File: config.mk
export PLATFORM = sky130hd
export DESIGN_NAME = vlc_bit_packer
export DESIGN_NICKNAME = d
export VERILOG_FILES = /design/src/rtl/vlc_bit_packer.sv
export SDC_FILE = /design/constraint.sdc
export NUM_CORES = 1
export LEC_CHECK = 0
export ABC_AREA = 1
export BUFFER_PORTS_ARGS = -buffer_cell sky130_fd_sc_hd__buf_2
export CELL_PAD_IN_SITES_DETAIL_PLACEMENT = 1
export CELL_PAD_IN_SITES_GLOBAL_PLACEMENT = 1
export CORE_MARGIN = 2
export CORE_UTILIZATION = 44
export CTS_CLUSTER_DIAMETER = 50
export DETAILED_ROUTE_END_ITERATION = 7
export GPL_ROUTABILITY_DRIVEN = 0
export MAX_ROUTING_LAYER = met4
export PLACE_DENSITY_LB_ADDON = 0.1
export SYNTH_ARGS = -nofsm -noshare
export SYNTH_HDL_FRONTEND = slang
export SYNTH_SLANG_ARGS = --single-unit
File: constraint.sdc
create_clock -name clk -period 4.15 [get_ports clk]
set_input_delay 0.83 -clock clk [delete_from_list [all_inputs] [get_ports clk]]
set_output_delay 0.83 -clock clk [all_outputs]
set_load 0.02 [all_outputs]
File: src/rtl/vlc_bit_packer.sv
module vlc_bit_packer #(
  parameter int CODE_W = 32,
  parameter int LEN_W  = $clog2(CODE_W),
  parameter int ACC_W  = 64,
  parameter int OUT_W  = 16
) (
  input  logic              clk,
  input  logic              rst_n,
  input  logic              in_req,
  input  logic [CODE_W-1:0] in_code,
  input  logic [LEN_W-1:0]  in_len,
  input  logic              in_flush,
  output logic              in_busy,
  output logic              out_vd,
  output logic [OUT_W-1:0]  out_word,
  input  logic              out_ack
);

  localparam int FILL_W     = $clog2(ACC_W);
  localparam int ACCEPT_MAX = ACC_W - CODE_W - 1;

  logic [ACC_W-1:0]  acc;
  logic [FILL_W-1:0] fill;
  logic              flushing;

  logic [LEN_W:0]     code_len;
  logic [CODE_W-1:0]  code_mask;
  logic [ACC_W-1:0]   code_full;
  logic               push, pop, flush_take;
  logic [ACC_W-1:0]   base_acc, next_acc;
  logic [FILL_W-1:0]  base_fill, next_fill;

  assign code_len  = (in_len == '0) ? (LEN_W+1)'(CODE_W) : {1'b0, in_len};
  assign code_mask = ~({CODE_W{1'b1}} >> code_len);
  assign code_full = {in_code & code_mask, {(ACC_W-CODE_W){1'b0}}};

  assign in_busy    = flushing || (fill > FILL_W'(ACCEPT_MAX));
  assign out_vd     = (fill >= FILL_W'(OUT_W)) || (flushing && fill != '0);
  assign out_word   = acc[ACC_W-1 -: OUT_W];
  assign push       = in_req && !in_busy;
  assign flush_take = in_flush && !in_busy;
  assign pop        = out_vd && out_ack;

  always_comb begin
    base_acc  = acc;
    base_fill = fill;
    if (pop) begin
      base_acc  = acc << OUT_W;
      base_fill = (fill >= FILL_W'(OUT_W)) ? fill - FILL_W'(OUT_W) : '0;
    end
    next_acc  = base_acc;
    next_fill = base_fill;
    if (push) begin
      next_acc  = base_acc | (code_full >> base_fill);
      next_fill = base_fill + FILL_W'(code_len);
    end
  end

  always_ff @(posedge clk) begin
    if (!rst_n) begin
      acc      <= '0;
      fill     <= '0;
      flushing <= 1'b0;
    end else begin
      acc  <= next_acc;
      fill <= next_fill;
      if (flushing || flush_take) flushing <= (next_fill != '0);
    end
  end

  p_vd_has_bits_r4: assert property (@(posedge clk) disable iff (!rst_n)
    out_vd |-> (fill != '0));

  p_hold_word_r5: assert property (@(posedge clk) disable iff (!rst_n)
    (out_vd && !out_ack) |=> (out_vd && $stable(out_word)));

  p_no_overflow_r6: assert property (@(posedge clk) disable iff (!rst_n)
    push |-> (fill <= FILL_W'(ACCEPT_MAX)));

  p_pad_zero_r7: assert property (@(posedge clk) disable iff (!rst_n)
    (flushing && fill < FILL_W'(OUT_W) && fill != '0) |-> (OUT_W'(out_word << fill) == '0));

  p_flush_exit_r7: assert property (@(posedge clk) disable iff (!rst_n)
    (flushing && pop && fill <= FILL_W'(OUT_W)) |=> (!flushing && fill == '0 && !out_vd && !in_busy));

  p_empty_flush_r8: assert property (@(posedge clk) disable iff (!rst_n)
    (!flushing && fill == '0 && in_flush && !in_req) |=> !out_vd);

endmodule

==> impl_metrics.py, run 1 <==
metrics = {
    "run_status": {
        "outcome": "finished, final reports clean",
    },
    "detailed_routing": {
        "avgViaCountPerCell": 5.68,
        "via_count": 6835,
        "drtPass1Iterations": 5,
        "ant_nets": 0,
        "initialDrtViolationCount": 573,
        "wl_per_cell_um": 17.6,
        "drc_errors": 0,
        "wirelength_um": 21200,
    },
    "timing": {
        "relSlewSlack": 0.246,
        "skew_ns": 0.00765,
        "hold_violations": 0,
        "setup_violations": 0,
        "tns_ns": 0,
        "drv_slew": 0,
        "worst_pin_slew_ns": 1.13,
        "min_period_ns": 3.35,
        "max_freq_ghz": 0.298,
        "rsz0062_at_grt": "no",
        "finalCritPeriodShare": 0.807,
    },
    "clock_network": {
        "postCtsHoldBufs": 0,
        "clk_latency_ns": 0.34,
        "cts_htree_levels": 3,
        "cts_root_buf": "clkbuf_16",
        "ctsResizeCount": 0,
        "post_cts_buffers": 0,
        "cts_sinks": 71,
        "path_clk_slew_ns": 0.06,
        "clk_path_buf_depth": 2,
        "numCtsBuffers": 9,
        "cts_tree": "yes",
    },
    "global_routing": {
        "grt_usage": 0.317,
        "grt_pass1_vias": 6827,
        "grt_start_max_net_pins": 66,
        "use_met3": 0.0550,
        "grt_overflow": 0,
        "busiest_layer": "met2",
        "grt_pass1_wl_um": 34900,
        "met1_usage": 0.395,
        "grt_use_met2": 0.526,
        "grt_antenna_before_repair": 0,
    },
    "min_path": {
        "whs_endpoint": "acc[0]",
        "worstHoldStart": "acc[0]",
        "min_path_type": "flop to flop",
        "hold-path-cell-count": 2,
    },
    "finish": {
        "layout-drive-gt1-share": 0.0989,
        "area_delta_synth_final_pct": 7.48,
        "antenna_cells": 0,
        "nFillCells": 1904,
        "fin_nets": 1073,
        "finish.utilization": 0.489,
        "instances_no_fill": 1203,
    },
    "worst_setup_path": {
        "worstReg2RegEnd": "flushing",
        "worstPathRequired_ns": 4.39,
        "cp_max_fo": 20,
        "reg2reg_depth": 16,
        "cp_data_arrival_time_ns": 3.59,
        "crit_type": "flop to flop",
        "cp-start-kind": "flop",
        "r2r-start": "fill[0]",
        "critPathCaptureType": "flop",
        "ff2ff_setup_slack_ns": 0.80,
    },
    "power": {
        "power_density_nw_per_um2": 476,
        "leakagePower_nw": 3.04,
        "vdd_drop_max_mv": 0.294,
    },
    "synth": {
        "async_flop_share": 0,
        "synth_xor_area_frac": 0.00151,
        "netlist_instances": 1029,
        "synth_nets": 1075,
        "synth-edff-count": 0,
        "yosys_warnings": 0,
        "ys.flop_type": "dfxtp_1",
        "ys_ff_latch": 71,
        "netlist_area_um2": 5790,
        "synth-adder-area-share": 0.00865,
        "yosysUniqueCellTypes": 34,
        "yosysSeqAreaShare": 0.246,
        "synth_top_family_by_area": "simple AND/OR/NAND/NOR gates",
        "synthSimpleGateAreaFrac": 0.512,
        "synth_compound_area_frac": 0.117,
        "muxShareOfSynthArea": 0.00173,
        "avgSynthCellArea_um2": 5.62,
    },
    "die": {
        "core_area_um2": 12700,
        "die_area_um2": 14100,
        "ios": 60,
        "die_x_um": 119,
        "die_h_um": 119,
        "rows": 41,
        "initial_utilization": 0.455,
    },
    "placement": {
        "io_buffer_count": 59,
        "dp_hpwl_um": 15900,
        "placed_cells": 1188,
    },
    "flow_run": {
        "cap_violations": 0,
    },
}
-- registers in the layout (all words and copies together), names as in the netlist --
| signal | flops |
|---|---|
| acc | 64 |
| fill | 6 |
| flushing | 1 |
-- metrics by stage --
step                cell area [um2]  power [mW]  setup slack [ns]  hold WS [ns]
global route                   6220        3.18             0.422         0.475
floorplan                      5790        1.90              1.49         0.424
finish                         6220        2.96             0.799         0.443
CTS                            6220        2.96             0.855         0.448
global placement               5950        2.21             0.844         0.437
detailed placement             5950        2.24             0.757         0.439
-- layout by cell type, fill, tap and decap left out, drive strengths merged --
cell,n
o2111ai,1
inv,55
buf,72
mux2i,1
a31oi,13
and2,4
ha,4
o21ai,53
clkinvlp,1
clkbuf,11
a41oi,1
a21oi,47
or2,3
nand4,13
o21bai,1
xnor2,1
nand2,397
nand3b,1
nor2,36
nand3,230
o211ai,9
nor3,1
dfxtp,71
clkinv,5
-- routing by layer --
layer | share of wire | up-vias | routed length (um)
li1 | - | 3377 | -
met2 | 0.47 | 173 | 10000
met3 | 0.055 | 33 | 1160
met1 | 0.45 | 3252 | 9560
met5 | 0 | - | 0
met4 | 0.022 | 0 | 472
-- power by group --
group          internal, mW  total (mW)  switching, mW
clock                 0.414       0.707          0.293
sequential            0.785       0.841         0.0557
combinational         0.414        1.41          0.998
-- logic make-up after synthesis --
kind of cell | count (synthesis)
AND/OR/NAND/NOR | 685
buffers and inverters | 142
AO/OA/AOI/OAI | 125
flip-flops | 71
adder cells (fa/ha/maj) | 4
XOR/XNOR | 1
multiplexers | 1
-- Yosys cell counts (3+ instances only) --
cell type	number	area [um2]
o211ai_1	9	67.6
nand3_1	230	1150
inv_2	5	18.8
inv_1	50	188
dfxtp_1	71	1420
nor2_1	33	124
clkbuf_1	41	154
nand2_2	4	25.0
ha_1	4	50.1
o21ai_0	40	200
buf_6	3	33.8
o21ai_1	12	60.1
a21oi_1	47	235
buf_4	21	158
nand4_1	12	75.1
nand2_1	393	1480
buf_2	18	90.1
a31oi_1	13	81.3
and2_1	4	25.0
-- worst max path at each step --
stage | startpoint | end | slack [ns] | cells past startpoint
after floorplan | out_ack | flushing | 1.49 | 15
after global placement | out_ack | flushing | 0.84 | 13
after detailed placement | out_ack | flushing | 0.76 | 15
after CTS | fill[0] | flushing | 0.85 | 16
after global routing | fill[0] | flushing | 0.42 | 14
final | fill[0] | flushing | 0.80 | 16
-- critical path, cell delays in order, from the launching register on --
cell and delay [ns]:
dfxtp_1 0.65, nor2_1 0.11, nand2_1 0.14, nand4_4 0.25
nand2_2 0.34, inv_1 0.37, ha_1 0.35, ha_1 0.21
inv_1 0.05, nand2_1 0.08, xnor2_1 0.14, o21ai_1 0.17
nand2_1 0.08, nor2_1 0.11, nand2_1 0.06, nor2_1 0.10
nor2_1 0.04
-- area by class of cell --
cell class,count,area [um2],area share
clock inverters,4,22.5,0.00362
well taps,172,215,0.0346
multi-input cells,816,3710,0.597
clock buffers,11,243,0.0390
flip-flops and latches,71,1420,0.229
repair buffers,72,393,0.0632
inverters,57,214,0.0344
Power figures use the tool's default switching activity.
==> run 2, diff against run 1 <==
CORE_UTILIZATION = 37   (was 44)
clock period = 2.75 ns   (was 4.15 ns; I/O delays follow)
==> impl_metrics.py, run 2 (synthesized netlist as in run 1, its figures left out) <==
metrics = {
    "timing": {
        "relSlewSlack": 0.564,
        "max_freq_ghz": 0.422,
        "setup_violations": 0,
        "rsz0062_at_grt": "no",
        "skew_ns": 0.00589,
        "min_period_ns": 2.37,
        "tns_ns": 0,
        "drv_slew": 0,
        "hold_violations": 0,
        "finalCritPeriodShare": 0.861,
        "whs_ns": 0.451,
        "worst_pin_slew_ns": 0.654,
    },
    "detailed_routing": {
        "avgViaCountPerCell": 5.41,
        "wirelength_um": 22300,
        "top_layer_used": "met4",
        "wl_per_cell_um": 17.6,
        "wl_met3_um": 746,
        "initialDrtViolationCount": 483,
        "met2_length_um": 10800,
        "ant_nets": 0,
        "via_count": 6847,
        "drc_errors": 0,
        "drtPass1Iterations": 6,
        "wirelength_met1_um": 10300,
    },
    "global_routing": {
        "grt_pass1_vias": 6823,
        "grt_antenna_before_repair": 0,
        "grt_overflow": 0,
        "grt_pass1_wl_um": 36300,
        "grt_start_max_net_pins": 65,
        "grt_usage": 0.291,
    },
    "finish": {
        "top_register": "acc",
        "fin_nets": 1095,
        "mostFrequentLayoutCells": "nand2_1, nand3_1, dfxtp_1",
        "final_common_cell": "nand2_1",
        "nFillCells": 2157,
        "area_delta_synth_final_pct": 12.3,
        "largestRegisters": "acc x64, fill x6, flushing x1",
        "layout-drive-gt1-share": 0.120,
        "finish.utilization": 0.426,
        "largest_register_ffs": 64,
        "antenna_cells": 0,
    },
    "die": {
        "initial_utilization": 0.379,
        "die_h_um": 129,
        "die_x_um": 129,
        "die_area_um2": 16700,
        "core_area_um2": 15300,
        "ios": 60,
        "rows": 45,
    },
    "clock_network": {
        "path_clk_slew_ns": 0.06,
        "cts_htree_levels": 3,
        "clk_path_buf_depth": 2,
        "post_cts_buffers": 0,
        "cts_root_buf": "clkbuf_16",
        "cts_sinks": 71,
        "clk_latency_ns": 0.35,
        "postCtsHoldBufs": 0,
        "numCtsBuffers": 9,
        "cts_tree": "yes",
        "ctsResizeCount": 0,
    },
    "power": {
        "vdd_drop_max_mv": 0.391,
        "leakagePower_nw": 3.18,
        "power_density_nw_per_um2": 723,
    },
    "run_status": {
        "outcome": "finished, final reports clean",
    },
    "placement": {
        "io_buffer_count": 59,
        "dp_hpwl_um": 17100,
    },
    "worst_setup_path": {
        "ff2ff_setup_slack_ns": 0.38,
        "crit_type": "flop to flop",
        "cp-startpoint": "fill[4]",
        "worstReg2RegEnd": "flushing",
        "cp_data_arrival_time_ns": 2.62,
        "cp_max_fo": 7,
        "critPathCaptureType": "flop",
        "r2r-start": "fill[4]",
        "worstPathRequired_ns": 3.00,
        "crit_end": "flushing",
        "cp-start-kind": "flop",
        "reg2reg_depth": 16,
    },
    "min_path": {
        "min_path_type": "flop to flop",
    },
    "flow_run": {
        "cap_violations": 0,
    },
}
## run 2: changes by cell type in the layout (fill, tap and decap cells not counted)
cell / delta
clkinv_4: +2
clkinv_2: -2
clkbuf_1: -1
inv_6: +1
buf_12: +2
bufinv_16: +1
buf_4: +20
## run 2: metal layers
metal,vias up,global-route usage
met5,-,-
met4,0,0.0870
met3,31,0.0392
met2,120,0.490
met1,3274,0.364
li1,3422,-
## run 2: cell type report
cell class / instances / area [um2] / share of cell area
timing repair buffer: 94 / 583 / 0.0897
tap: 211 / 264 / 0.0406
clock buffer: 10 / 239 / 0.0368
clock inverter: 6 / 68.8 / 0.0106
inverter: 57 / 214 / 0.0329
multi-input combinational: 816 / 3710 / 0.571
sequential: 71 / 1420 / 0.219
## run 2: worst min path at each step
stage / startpoint / endpoint / slack (ns) / depth (start not counted)
detailed placement: acc[0] / acc[0] / 0.45 / 2
global route: acc[0] / acc[0] / 0.47 / 2
floorplan: acc[0] / acc[0] / 0.42 / 2
finish: acc[0] / acc[0] / 0.45 / 2
CTS: acc[0] / acc[0] / 0.46 / 2
global placement: acc[0] / acc[0] / 0.45 / 2
## run 2: worst max-delay path, cell delays in order (launching register included)
cell     delay, ns
dfxtp_1       0.32
nor2_1        0.22
nand4_4       0.18
nand2_2       0.14
inv_1         0.13
ha_1          0.24
ha_1          0.21
inv_1         0.05
nand2_1       0.08
nand3_1       0.11
nand2_1       0.05
nand2_1       0.06
nand3_1       0.09
o21ai_0       0.13
nand2_1       0.08
nor2_1        0.12
nor2_1        0.04
## run 2: power by group
part / leakage, nW / total [mW] / switching [mW] / internal, mW
logic: 2.45 / 2.22 / 1.53 / 0.681
clock network: 0.149 / 1.22 / 0.490 / 0.731
registers: 0.580 / 1.26 / 0.0784 / 1.18
total: 3.18 / 4.70 / 2.10 / 2.60
## run 2: metrics by stage
step                total power, mW  setup slack [ns]  area, um2  std cells
floorplan                      2.87             0.369       5790       1029
global placement               3.45             0.171       6190       1249
detailed placement             3.48            0.0835       6190       1249
global route                   5.08             0.133       6500       1265
CTS                            4.71             0.339       6500       1265
finish                         4.70             0.383       6500       1265
==> run 3, diff against run 2 <==
PLACE_DENSITY = 0.74   (was unset)
PLACE_DENSITY_LB_ADDON = unset   (was 0.1)
REMOVE_ABC_BUFFERS = 1   (was unset)
==> impl_metrics.py, run 3 (synthesized netlist as in run 1, its figures left out) <==
metrics = {
    "run_status": {
        "outcome": "finished, final reports clean",
    },
    "clock_network": {
        "postCtsHoldBufs": 0,
        "cts_htree_levels": 3,
        "clk_path_buf_depth": 2,
        "cts_tree": "yes",
        "post_cts_buffers": 0,
        "path_clk_slew_ns": 0.06,
        "numCtsBuffers": 9,
        "cts_sinks": 71,
        "ctsResizeCount": 0,
        "cts_root_buf": "clkbuf_16",
        "clk_latency_ns": 0.36,
    },
    "flow_run": {
        "cap_violations": 0,
    },
    "timing": {
        "drv_slew": 0,
        "finalCritPeriodShare": 0.921,
        "tns_ns": 0,
        "hold_violations": 0,
        "relSlewSlack": 0.602,
        "rsz0062_at_grt": "no",
        "skew_ns": 0.0120,
        "max_freq_ghz": 0.395,
        "setup_violations": 0,
        "min_period_ns": 2.53,
        "worst_pin_slew_ns": 0.596,
    },
    "detailed_routing": {
        "via_count": 6802,
        "wirelength_um": 21400,
        "initialDrtViolationCount": 420,
        "ant_nets": 0,
        "drtPass1Iterations": 5,
        "wl_per_cell_um": 17.0,
        "avgViaCountPerCell": 5.40,
        "drc_errors": 0,
    },
    "finish": {
        "final_area_um2": 6570,
        "antenna_cells": 0,
        "largestRegisters": "acc x64, fill x6, flushing x1",
        "multi_input_area_um2": 3710,
        "seq_area_um2": 1420,
        "finish.utilization": 0.431,
        "fin_nets": 1090,
        "mostFrequentLayoutCells": "nand2_1, nand3_1, dfxtp_1",
        "largest_register_ffs": 64,
        "area_delta_synth_final_pct": 13.6,
        "nFillCells": 2140,
        "final_common_cell": "nand2_1",
        "instances_no_fill": 1260,
        "layout-drive-gt1-share": 0.115,
        "top_register": "acc",
    },
    "power": {
        "leakagePower_nw": 3.20,
        "power_density_nw_per_um2": 740,
        "power_mw": 4.86,
        "vdd_drop_max_mv": 0.421,
    },
    "worst_setup_path": {
        "crit_type": "flop to flop",
        "cp-start-kind": "flop",
        "cp_data_arrival_time_ns": 2.78,
        "worstPathRequired_ns": 3.00,
        "critPathCaptureType": "flop",
        "cp_max_fo": 14,
    },
    "die": {
        "ios": 60,
        "die_area_um2": 16700,
        "rows": 45,
        "die_x_um": 129,
        "core_area_um2": 15300,
        "die_h_um": 129,
        "initial_utilization": 0.379,
    },
    "global_routing": {
        "grt_start_max_net_pins": 52,
        "grt_overflow": 0,
        "grt_antenna_before_repair": 0,
        "grt_pass1_vias": 6602,
        "grt_usage": 0.275,
        "grt_pass1_wl_um": 34700,
    },
    "min_path": {
        "min_path_type": "flop to flop",
    },
    "placement": {
        "placed_area_um2": 6220,
        "dp_hpwl_um": 16100,
        "placed_cells": 1244,
        "io_buffer_count": 59,
    },
}
[run 3: path summary, 6_finish.rpt]
path         startpoint  endpoint  slack, ns  cells after the start
min reg2reg      acc[0]    acc[0]       0.45                      2
max reg2reg     fill[4]  flushing       0.22                     15
min              acc[0]    acc[0]       0.45                      2
max             fill[4]  flushing       0.22                     15
[run 3: critical path: stages, from the launching register on]
cell and delay [ns]:
dfxtp_1 0.32, nor2_1 0.27, nand4_4 0.17, buf_4 0.23
nand2_1 0.28, inv_2 0.10, nand2_1 0.16, nand2_1 0.13
inv_1 0.10, nand3_1 0.09, nand3_1 0.08, nand3_1 0.08
o21ai_0 0.16, nand2_1 0.09, nor2_1 0.11, nor2_1 0.04
[run 3: metal layers]
| layer | vias up | global-route usage | share of wire |
|---|---|---|---|
| met5 | - | - | 0 |
| met3 | 27 | 0.0273 | 0.041 |
| met4 | 0 | 0.0870 | 0.020 |
| met2 | 132 | 0.438 | 0.46 |
| li1 | 3418 | - | - |
| met1 | 3225 | 0.369 | 0.48 |
[run 3: metrics by stage]
step	setup slack [ns]	hold WS, ns
6_report	0.217	0.447
5_1_grt	0.0520	0.480
4_1_cts	0.165	0.449
3_5_place_dp	0.0894	0.440
3_3_place_gp	0.0934	0.436
2_1_floorplan	-1.11	0.424
[run 3: area by class of cell]
type / instances / area share
clock buffers: 9 / 0.0343
multi-input cells: 816 / 0.565
repair buffers: 89 / 0.0926
flip-flops and latches: 71 / 0.216
clock inverters: 7 / 0.0194
well taps: 211 / 0.0402
inverters: 57 / 0.0326
[run 3: power breakdown]
part           switching, mW  leakage (nW)  internal (mW)
logic                   1.50          2.44          0.703
registers             0.0675         0.580           1.18
clock network          0.508         0.172          0.898
total                   2.08          3.20           2.79
